`src/rtl/dma_irq_pkg.sv`:
```
package dma_irq_pkg;
  typedef enum logic {CH_IDLE = 1'b0, CH_BUSY = 1'b1} ch_state_e;
endpackage

```
`src/rtl/dma_ch_tracker.sv`:
```
module dma_ch_tracker
  import dma_irq_pkg::*;
#(
  parameter int CW = 16
) (
  input  logic          clk,
  input  logic          rst_n,
  input  logic          start,
  input  logic          step,
  input  logic          size_wr,
  input  logic [CW-1:0] size_wdata,
  input  logic          clr,
  output logic          busy,
  output logic          flag
);
  localparam logic [CW-1:0] ONE  = CW'(1);
  localparam logic [CW-1:0] ZERO = '0;

  ch_state_e     state_q, state_d;
  logic [CW-1:0] cnt_q, cnt_d;
  logic [CW-1:0] size_q, size_d;
  logic          flag_q, flag_d;
  logic          done_set;

  // next-state logic
  always_comb begin
    state_d  = state_q;
    cnt_d    = cnt_q;
    done_set = 1'b0;
    size_d   = size_wr ? size_wdata : size_q;
    if (start) begin
      if (size_q == ZERO) begin
        state_d  = CH_IDLE;
        cnt_d    = ZERO;
        done_set = 1'b1;
      end else begin
        state_d = CH_BUSY;
        cnt_d   = size_q;
      end
    end else if (state_q == CH_BUSY && step) begin
      cnt_d = cnt_q - ONE;
      if (cnt_q == ONE) begin
        state_d  = CH_IDLE;
        done_set = 1'b1;
      end
    end
    flag_d = done_set | (flag_q & ~clr);
  end

  // registers
  always_ff @(posedge clk or negedge rst_n) begin
    if (!rst_n) begin
      state_q <= CH_IDLE;
      cnt_q   <= ZERO;
      size_q  <= ZERO;
      flag_q  <= 1'b0;
    end else begin
      state_q <= state_d;
      cnt_q   <= cnt_d;
      size_q  <= size_d;
      flag_q  <= flag_d;
    end
  end

  assign busy = (state_q == CH_BUSY);
  assign flag = flag_q;

  assert_flag_sticky_R4: assert property (@(posedge clk) disable iff (!rst_n)
    (flag_q && !clr) |=> flag_q);
  assert_last_step_sets_R1: assert property (@(posedge clk) disable iff (!rst_n)
    (busy && step && !start && cnt_q == ONE) |=> (flag_q && !busy));
  assert_idle_step_ignored_R7: assert property (@(posedge clk) disable iff (!rst_n)
    (!busy && !start) |=> ($stable(cnt_q) && !busy));
  assert_zero_start_R2: assert property (@(posedge clk) disable iff (!rst_n)
    (start && size_q == ZERO) |=> (flag_q && !busy));
endmodule

```
`src/rtl/dma_holdoff.sv`:
```
module dma_holdoff #(
  parameter int NCH = 3
) (
  input  logic           clk,
  input  logic           rst_n,
  input  logic [NCH-1:0] busy,
  input  logic           nmi_admit,
  input  logic           nmi_pend,
  output logic           hold
);
  logic any_busy;
  logic gap_q, gap_d;

  assign any_busy = |busy;

  always_comb begin
    gap_d = nmi_pend & nmi_admit & any_busy & ~gap_q;
  end

  always_ff @(posedge clk or negedge rst_n) begin
    if (!rst_n) gap_q <= 1'b0;
    else        gap_q <= gap_d;
  end

  assign hold = any_busy & ~gap_q;

  assert_gap_single_R6: assert property (@(posedge clk) disable iff (!rst_n)
    gap_q |=> !gap_q);
  assert_gap_needs_admit_R6: assert property (@(posedge clk) disable iff (!rst_n)
    !nmi_admit |=> !gap_q);
  assert_hold_needs_busy_R5: assert property (@(posedge clk) disable iff (!rst_n)
    hold |-> any_busy);
endmodule

```
`src/rtl/dma_irq_ctrl.sv`:
```
module dma_irq_ctrl #(
  parameter int NCH = 3,
  parameter int CW  = 16
) (
  input  logic           clk,
  input  logic           rst_n,
  input  logic [NCH-1:0] ch_start,
  input  logic [NCH-1:0] ch_step,
  input  logic [NCH-1:0] size_wr,
  input  logic [CW-1:0]  size_wdata,
  input  logic           ctl_wr,
  input  logic [NCH-1:0] ctl_ie,
  input  logic           ctl_nmi_admit,
  input  logic [NCH-1:0] flag_clr,
  input  logic           gie,
  input  logic           peer_req,
  input  logic           nmi_pend,
  output logic           irq,
  output logic           cpu_hold,
  output logic [NCH:0]   src_status
);
  localparam int SW = NCH + 1;

  logic [NCH-1:0] ie_q, ie_d;
  logic           nmi_admit_q, nmi_admit_d;
  logic [NCH-1:0] busy;
  logic [NCH-1:0] flags;

  always_comb begin
    ie_d        = ctl_wr ? ctl_ie : ie_q;
    nmi_admit_d = ctl_wr ? ctl_nmi_admit : nmi_admit_q;
  end

  always_ff @(posedge clk or negedge rst_n) begin
    if (!rst_n) begin
      ie_q        <= '0;
      nmi_admit_q <= 1'b0;
    end else begin
      ie_q        <= ie_d;
      nmi_admit_q <= nmi_admit_d;
    end
  end

  for (genvar g = 0; g < NCH; g++) begin : g_ch
    dma_ch_tracker #(.CW(CW)) u_ch (
      .clk        (clk),
      .rst_n      (rst_n),
      .start      (ch_start[g]),
      .step       (ch_step[g]),
      .size_wr    (size_wr[g]),
      .size_wdata (size_wdata),
      .clr        (flag_clr[g]),
      .busy       (busy[g]),
      .flag       (flags[g])
    );
  end

  dma_holdoff #(.NCH(NCH)) u_hold (
    .clk       (clk),
    .rst_n     (rst_n),
    .busy      (busy),
    .nmi_admit (nmi_admit_q),
    .nmi_pend  (nmi_pend),
    .hold      (cpu_hold)
  );

  assign irq        = peer_req | (gie & |(flags & ie_q));
  assign src_status = SW'({peer_req, flags});

  assert_peer_reaches_irq_R3: assert property (@(posedge clk) disable iff (!rst_n)
    peer_req |-> irq);
  assert_gie_blocks_dma_R3: assert property (@(posedge clk) disable iff (!rst_n)
    (!gie && !peer_req) |-> !irq);
  assert_status_peer_R1: assert property (@(posedge clk) disable iff (!rst_n)
    src_status[NCH] == peer_req);
endmodule

```
`config.mk`:
```
export PLATFORM = sky130hd
export DESIGN_NAME = dma_irq_ctrl
export DESIGN_NICKNAME = d
export VERILOG_FILES = /design/src/rtl/dma_irq_pkg.sv /design/src/rtl/dma_ch_tracker.sv /design/src/rtl/dma_holdoff.sv /design/src/rtl/dma_irq_ctrl.sv
export SDC_FILE = /design/constraint.sdc
export NUM_CORES = 1
export LEC_CHECK = 0
export ABC_AREA = 1
export BUFFER_PORTS_ARGS = -buffer_cell sky130_fd_sc_hd__buf_2
export CAP_MARGIN = 5
export CORE_ASPECT_RATIO = 1.5
export CORE_MARGIN = 1.5
export CORE_UTILIZATION = 40
export DETAILED_ROUTE_END_ITERATION = 8
export PLACE_DENSITY = 0.55
export REMOVE_ABC_BUFFERS = 1
export SKIP_LAST_GASP = 1
export SLEW_MARGIN = 25
export SYNTH_ARGS = -nofsm -noshare
export SYNTH_HDL_FRONTEND = slang
export SYNTH_SLANG_ARGS = --single-unit
```
`constraint.sdc`:
```
create_clock -name clk -period 2.35 [get_ports clk]
set_input_delay 0.235 -clock clk [delete_from_list [all_inputs] [get_ports clk]]
set_output_delay 0.235 -clock clk [all_outputs]
set_load 0.01 [all_outputs]
```
-- After elaboration in Yosys (flattened, before gate mapping)
Index checks and enable logic that the tools add are counted.
- multiplexer cells: 33
- equality and inequality tests: 3
- add/subtract/negate cells: 3
- reductions and logical operators: 17
- bitwise logic cells: 17
- operator list (operator ; number):
    $mux 16 ; 9
    $eq 16x1->1 const B ; 3
    $logic_not 16->1 ; 3
    $sub 16x1->16 const B ; 3
    $mux 1 ; 24
    $reduce_bool 2->1 ; 6
    $and 1x1->1 ; 8
    $reduce_and 2->1 ; 3
    $reduce_or 3->1 ; 2
    $not 1->1 ; 4
    $or 1x1->1 ; 4
    $and 3x3->3 ; 1
    $logic_and 1x1->1 ; 3
- register bits after elaboration: 107
- input bits: 38

-- Longest topological paths before layout
Gate-level depths: netlist of run 1.
- depth in word-level cells: 5
- gate-level depth with buffers: 10
- depth with buffers taken out: 10

-- Modules after synthesis
A second synthesis of run 1 with hierarchy kept.
- cell total of the unflattened synthesis: 825
- area total of the unflattened synthesis: 6261.0 µm²
- by module, submodules not included (module ; cells each ; area each (µm²) ; times used ; sequential area each (µm²)):
    dma_ch_tracker ; 264 ; 2006.9 ; 3 ; 850.8
    dma_irq_ctrl ; 24 ; 185.2 ; 1 ; 100.1
    dma_holdoff ; 9 ; 55.1 ; 1 ; 25.0

-- Least setup slack after synthesis of run 1
Ideal clock, no wire load.
- path type: reg2reg
- start point: register g_ch[1].u_ch.cnt_q[0]
- end point: register g_ch[1].u_ch.cnt_q[10]
- stages on the path, launching flop included: 8
- path buffers: 0
- data arrival time: 1.255 ns
- setup slack: 0.974 ns
- required time: 2.229 ns
- library setup time: 0.121 ns
- path through: dfrtp_1 inv_1 ha_1 nand3_2 nor2_2 nand2_1 o211ai_1 nand2_1
- word-level cells in the longest chain between the ends: 3
- RTL lines (element ; RTL line ; text):
    start, declared ; dma_ch_tracker.sv:20 ; logic [CW-1:0] cnt_q, cnt_d;
    start signal, assigned ; dma_ch_tracker.sv:59 ; cnt_q <= cnt_d;
    $sub 16x1->16 ; dma_ch_tracker.sv:41 ; cnt_d = cnt_q - ONE;
    $mux 16 ; dma_ch_tracker.sv:40 ; end else if (state_q == CH_BUSY && step) begin
    $mux 16 ; dma_ch_tracker.sv:31 ; if (start) begin
Every way passes these cells. The select of a mux whose other input is x is not followed.
A chain may end at the register's enable or synchronous reset.

-- Worst setup path after layout of run 1
- start point: register g_ch[0].u_ch.state_q
- end point: register g_ch[0].u_ch.cnt_q[0]
- word-level cells in the longest chain between the ends: 2
- RTL lines (element ; RTL line ; text):
    start, declared ; dma_ch_tracker.sv:19 ; ch_state_e state_q, state_d;
    start signal, assigned ; dma_ch_tracker.sv:58 ; state_q <= state_d;
    $logic_and 1x1->1 ; dma_ch_tracker.sv:40 ;
    $reduce_bool 2->1 (no source line) ; n/a ;
    end signal, assigned ; dma_ch_tracker.sv:59 ;
    end, declared ; dma_ch_tracker.sv:20 ;
Every way passes these cells.

==> results of run 1 <==
layout make-up:
cell class	count	area [um2]	share of cell area (%)
multi-input cells	535	2557	39.34
repair buffers	51	292.8	4.503
inverters	114	427.9	6.582
well taps	192	240.2	3.695
clock buffers	9	225.2	3.464
clock inverters	7	80.08	1.232
flip-flops and latches	107	2678	41.19
registers in the layout, summed over array words and instances (netlist names):
signal and cells:
nmi_admit_q 1, u_hold.gap_q 1, g_ch.u_ch.size_q 48, g_ch.u_ch.cnt_q 48
g_ch.u_ch.busy 3, ie_q 3, g_ch.u_ch.flag 3
cell usage after synthesis:
cell type | count | area (um2)
a21boi_0 | 1 | 7.510
a21o_1 | 1 | 7.510
a21oi_1 | 23 | 115.1
a22oi_1 | 3 | 22.52
a31oi_1 | 5 | 31.28
a32o_1 | 1 | 10.01
and3_1 | 1 | 6.260
buf_1 | 1 | 3.750
buf_2 | 13 | 65.06
buf_4 | 5 | 37.54
buf_6 | 1 | 11.26
clkbuf_1 | 9 | 33.78
dfrtp_1 | 107 | 2678
ha_1 | 6 | 75.07
inv_1 | 112 | 420.4
inv_2 | 2 | 7.510
mux2_2 | 2 | 22.52
nand2_1 | 203 | 762.0
nand2_2 | 8 | 50.05
nand3_1 | 45 | 225.2
nand3_2 | 2 | 20.02
nand4_1 | 19 | 118.9
nor2_1 | 81 | 304.0
nor2_2 | 7 | 43.79
nor2_4 | 7 | 78.83
nor3_1 | 8 | 40.04
nor4_1 | 1 | 6.260
o211ai_1 | 10 | 75.07
o21ai_0 | 85 | 425.4
o21ai_1 | 2 | 10.01
o221ai_1 | 3 | 26.28
o22ai_1 | 6 | 37.54
o311ai_0 | 1 | 8.760
o31ai_1 | 2 | 15.01
or2_2 | 2 | 12.51
power by group through the flow:
stage / clock, mW / combinational (mW) / sequential (mW)
global route: 1.71 / 1.10 / 2.26
finish: 1.61 / 0.952 / 2.24
global placement: 0 / 0.939 / 2.26
CTS: 1.65 / 0.959 / 2.23
floorplan: 0 / 0.635 / 2.22
detailed placement: 0 / 0.956 / 2.27
cell families (layout without fill, tap and decap cells):
family,after synthesis,in the layout
AND/OR/NAND/NOR,384,384
AO/OA/AOI/OAI,143,143
buffers and inverters,143,181
flip-flops,107,107
adder cells (fa/ha/maj),6,6
multiplexers,2,2
through the flow:
| stage | total power [mW] | instances |
|---|---|---|
| after detailed placement | 3.221 | 998 |
| final | 4.800 | 1015 |
| after CTS | 4.842 | 1015 |
| after global placement | 3.203 | 998 |
| after global routing | 5.069 | 1015 |
| after floorplan | 2.856 | 756 |
how the worst max path moves through the flow:
stage | to | slack (ns) | cells past startpoint
after CTS | g_ch[0].u_ch.cnt_q[0]$_DFFE_PN0P_ | 0.56 | 5
after detailed placement | g_ch[0].u_ch.cnt_q[0]$_DFFE_PN0P_ | 0.60 | 5
after global placement | g_ch[0].u_ch.cnt_q[0]$_DFFE_PN0P_ | 0.67 | 5
after floorplan | g_ch[1].u_ch.cnt_q[8]$_DFFE_PN0P_ | 0.95 | 5
final | g_ch[0].u_ch.cnt_q[0]$_DFFE_PN0P_ | 0.57 | 5
after global routing | g_ch[0].u_ch.cnt_q[0]$_DFFE_PN0P_ | 0.35 | 5
routing by layer:
metal  global-route usage (%)  share of wire, %  up-vias
met3                    3.668               2.8       30
met1                    26.41                43     2431
li1                         -                 -     2591
met4                    12.01               3.5        0
met5                        0                 0        -
met2                    36.68                51      100
==> metrics.txt, run 1 <==
post-CTS setup buffer count 0; Critical Path End Type register; Pwr Density 738.3 mW/mm2; Final Wtd Congestion 0.9334; Net Sw Power 1.588 mW; Syn Inst Count 785; DIE HEIGHT 150.7 um; simple-gate area share of the yosys netlist 28.69%; final std cell area, no fill between 0.006 and 0.007 mm2; Hold EP g_ch[2].u_ch.flag$_DFF_PN0_; setup TNS 0 ns; Peak VDD IR 0.4042 mV; Pleak about 3.2 nW; CP dominant cell by count nand2_1; xor/xnor share of the synthesized area 0%; vias post-DR about 5000; I/O pins 44; sequential power share 46.6%; global route overflow 0; most frequent cells in the layout nand2_1, inv_1, dfrtp_1, o21ai_0, nor2_1; total track usage 21.84%; Comb pwr share 19.8%; hold_sp flag_clr[2]; dpl ws 0.5955 ns; initial DRC count 238; r2r endpoint g_ch[0].u_ch.cnt_q[0]$_DFFE_PN0P_; clk buf depth 2; Mapped Avg Cell Area 7.407 um2; area delta synth->final 11.81%; final setup fails 0; Final Routed Wirelength 15510 um; initial core utilization roughly 41%; drt wl/cell 15.28 um; Rows 53; slowest CP cell nand2_1; clock share of power about 34%; PostCTS Resize Cnt 0; mapped cell area between 0.005 and 0.006 mm2; compound-gate portion of the synthesized area a little over an eighth; antenna violations before repair 0; Hold Crit Class in2reg; ANT nets after route 0; reg2reg setup slack 0.57 ns; post-synthesis adder-cell area fraction 1.291%; pin count of the biggest net entering global routing 37; crit-path leading delay family simple AND/OR/NAND/NOR gates; CTS tree yes; commonest non-fill, non-tap cell in the layout nand2_1; Slowest Stage Delay on Critical Path 0.56 ns; sequential area share after synthesis a little under half; Final Critical Period approximately 1.8 ns; clk slew on worst S/H paths 0.08 ns; clk_skew 0.01197 ns; CP Class reg2reg; fin crit share 75.54%; Sw Share 33.09%; worst relative slew slack around three fifths; # hold bufs at CTS 1; antenna fix cells 0; max_cap viols 0; CTS H-Tree Depth 3; CP Launch Point g_ch[0].u_ch.busy$_DFFE_PN0P_; crit path max fanout 17; Final nets 862; CTS Sinks 107; Yosys Warn Count 0; crit path DAT 2.01 ns; core area 0.01412 mm2; vias in the first global route 5145; outcome complete, no violations; Register-to-Register Path Depth 5; post-DP HPWL 11530 um; layout cell share with drive strength beyond 1 roughly an eighth; critical path data required time between 2 and 3 ns; root buf cell clkbuf_16; global-route wire length before repair roughly 25000 um; Residual DRC 0; Yosys reg bits ~110; Least-Margin Pin Slew 0.6003 ns; final hold violation count 0; fillcell total approximately 1500; Final Util 46.03%; r2r startpoint g_ch[0].u_ch.busy$_DFFE_PN0P_; Post-Place Cell Area roughly 0.0062 mm2; DRT Pass-1 Iters 4; Setup WS post-layout 0.5748 ns; Worst Hold Depth 2; WHS 0.05123 ns; clk_lat worst skew 0.36 ns; pins over their slew limit 0; mux contribution to synthesized area 0.3873%; FMAX 563.3 MHz; combinational family with the most area after synthesis simple AND/OR/NAND/NOR gates; unrepaired setup endpoints after global routing no; post-synth cell types 35; cells along the critical path nand2_1, nand2_1, o21ai_0, a21oi_1, a31oi_1; Die Wd between 100 and 150 um; cts bufs inserted 9; Worst Setup Start Kind register; number of I/O port buffers 43; internal power 3.212 mW; vias per cell 5.076; CP Buf/Inv Count 0; die area about 0.015 mm2
No activity file was read; power rests on OpenSTA's default activity.
==> run 2, diff against run 1 <==
- clock period: 2.35 -> 1.7 ns (I/O delays scaled with it)
==> metrics.txt, run 2 (synthesis gave the netlist of run 1 again) <==
outcome complete, no violations; Worst Hold Depth 3; initial core utilization 41.16%; crit-path leading delay family simple AND/OR/NAND/NOR gates; core area 0.01412 mm2; Final Wtd Congestion approximately 0.94; final hold violation count 0; DRT Pass-1 Iters 5; vias post-DR 5267; I/O pins 44; dpl ws 0.1365 ns; hold_sp ctl_ie[0]; post-DP HPWL 11920 um; Die Wd 101.4 um; Worst Setup Start Kind register; Top Registers g_ch.u_ch.cnt_q x48, g_ch.u_ch.size_q x48; CTS H-Tree Depth 3; r2r startpoint g_ch[0].u_ch.cnt_q[0]$_DFFE_PN0P_; final setup fails 0; Least-Margin Pin Slew 0.6125 ns; Final Routed Wirelength 15700 um; pins over their slew limit 0; Final Critical Period about 1.5 ns; antenna fix cells 0; worst relative slew slack about three fifths; DIE HEIGHT around 150 um; vias per cell 5.104; number of I/O port buffers 43; commonest non-fill, non-tap cell in the layout nand2_1; critical path data required time around 2.0 ns; drt wl/cell 15.22 um; Setup WS post-layout between 0.15 and 0.2 ns; Rows 53; clk buf depth 2; Post-Place Cell Area 0.006311 mm2; CTS Sinks between 100 and 150; setup TNS 0 ns; antenna violations before repair 0; fillcell total 1444; initial DRC count 213; Pleak 3.303 nW; unrepaired setup endpoints after global routing no; Final nets 879; layout cell share with drive strength beyond 1 13.33%; Hold Crit Class in2reg; slowest CP cell dfrtp_1; global-route wire length before repair roughly 26000 um; cells along the critical path inv_1, ha_1, inv_1, nor2_1, nand3_2, nor2_4, nand2_2, o21ai_1, nand2_1, nand2_1; crit path DAT 1.82 ns; cts bufs inserted 9; Hold EP ie_q[0]$_DFFE_PN0P_; CP Class reg2reg; die area 0.01528 mm2; most frequent cells in the layout nand2_1, inv_1, dfrtp_1, o21ai_0, nor2_1; clk slew on worst S/H paths 0.08 ns; root buf cell clkbuf_16; post-CTS setup buffer count 0; Pwr Density 996.1 mW/mm2; final std cell area, no fill between 0.006 and 0.007 mm2; total track usage 22.00%; Slowest Stage Delay on Critical Path about 0.4 ns; reg2reg setup slack 0.18 ns; ANT nets after route 0; global route overflow 0; r2r endpoint g_ch[0].u_ch.cnt_q[12]$_DFFE_PN0P_; clk_lat worst skew 0.36 ns; crit path max fanout 4; Residual DRC 0; FMAX 658.1 MHz; max_cap viols 0; vias in the first global route between 5000 and 6000; clk_skew 0.009403 ns; Peak VDD IR between 0.5 and 0.6 mV; area delta synth->final 14.55%; fin crit share 89.38%; Register-to-Register Path Depth 10; CP Buf/Inv Count 2; pin count of the biggest net entering global routing 42; CTS tree yes; Critical Path End Type register; Final Util 47.15%
-- run 2: area by class of cell --
type | instances | area (um2) | area share [%]
clock inverters | 7 | 80.08 | 1.202
flip-flops and latches | 107 | 2679 | 40.22
clock buffers | 9 | 225.2 | 3.382
inverters | 114 | 427.9 | 6.425
repair buffers | 68 | 437.9 | 6.575
well taps | 192 | 240.2 | 3.607
multi-input cells | 535 | 2570 | 38.59
-- run 2: layer usage --
layer  wire length, um  track usage, %  share of wire, %  vias up
li1                  -               -                 -     2625
met4               526           10.28               3.3        0
met1              6446           25.73                41     2506
met2              8212           39.36                52      108
met3               516           2.925               3.3       28
met5                 0               0                 0        -
-- run 2: repair_timing --
| action | 4_1_cts | 5_1_grt |
|---|---|---|
| gates resized for setup | 0 | 3 |
| hold endpoints to repair | 38 | 0 |
| hold buffers | 3 | 0 |
| endpoints found under the setup margin | 0 | 2 |
-- run 2: worst reg2reg max path: stages (launching register included) --
cell and delay [ns]:
dfrtp_1 0.40, inv_1 0.11, ha_1 0.20, inv_1 0.05
nor2_1 0.13, nand3_2 0.14, nor2_4 0.13, nand2_2 0.06
o21ai_1 0.12, nand2_1 0.06, nand2_1 0.06
-- run 2: per-stage QoR --
| stage | hold WS, ns | total power [mW] | cells |
|---|---|---|---|
| after global routing | 0.01897 | 7.017 | 1032 |
| final | 0.02194 | 6.634 | 1032 |
| after global placement | 0.2258 | 4.471 | 1013 |
| after CTS | 0.01326 | 6.673 | 1032 |
| after floorplan | -0.1256 | 3.947 | 756 |
| after detailed placement | 0.2231 | 4.503 | 1013 |
-- run 2: power breakdown --
group	internal (mW)	switching (mW)
logic	0.473	0.909
registers	2.84	0.240
clock network	1.05	1.12
total	4.37	2.27
-- run 2: how the worst max path moves through the flow --
stage,slack [ns],to,start,cells past startpoint
global route,0.02,g_ch[0].u_ch.cnt_q[12]$_DFFE_PN0P_,g_ch[0].u_ch.cnt_q[0]$_DFFE_PN0P_,10
finish,0.18,g_ch[0].u_ch.cnt_q[12]$_DFFE_PN0P_,g_ch[0].u_ch.cnt_q[0]$_DFFE_PN0P_,10
CTS,0.13,g_ch[1].u_ch.cnt_q[10]$_DFFE_PN0P_,g_ch[1].u_ch.cnt_q[0]$_DFFE_PN0P_,7
detailed placement,0.14,g_ch[1].u_ch.cnt_q[10]$_DFFE_PN0P_,g_ch[1].u_ch.cnt_q[0]$_DFFE_PN0P_,7
global placement,0.20,g_ch[1].u_ch.cnt_q[10]$_DFFE_PN0P_,g_ch[1].u_ch.cnt_q[0]$_DFFE_PN0P_,7
floorplan,0.32,g_ch[0].u_ch.cnt_q[8]$_DFFE_PN0P_,g_ch[0].u_ch.cnt_q[0]$_DFFE_PN0P_,10
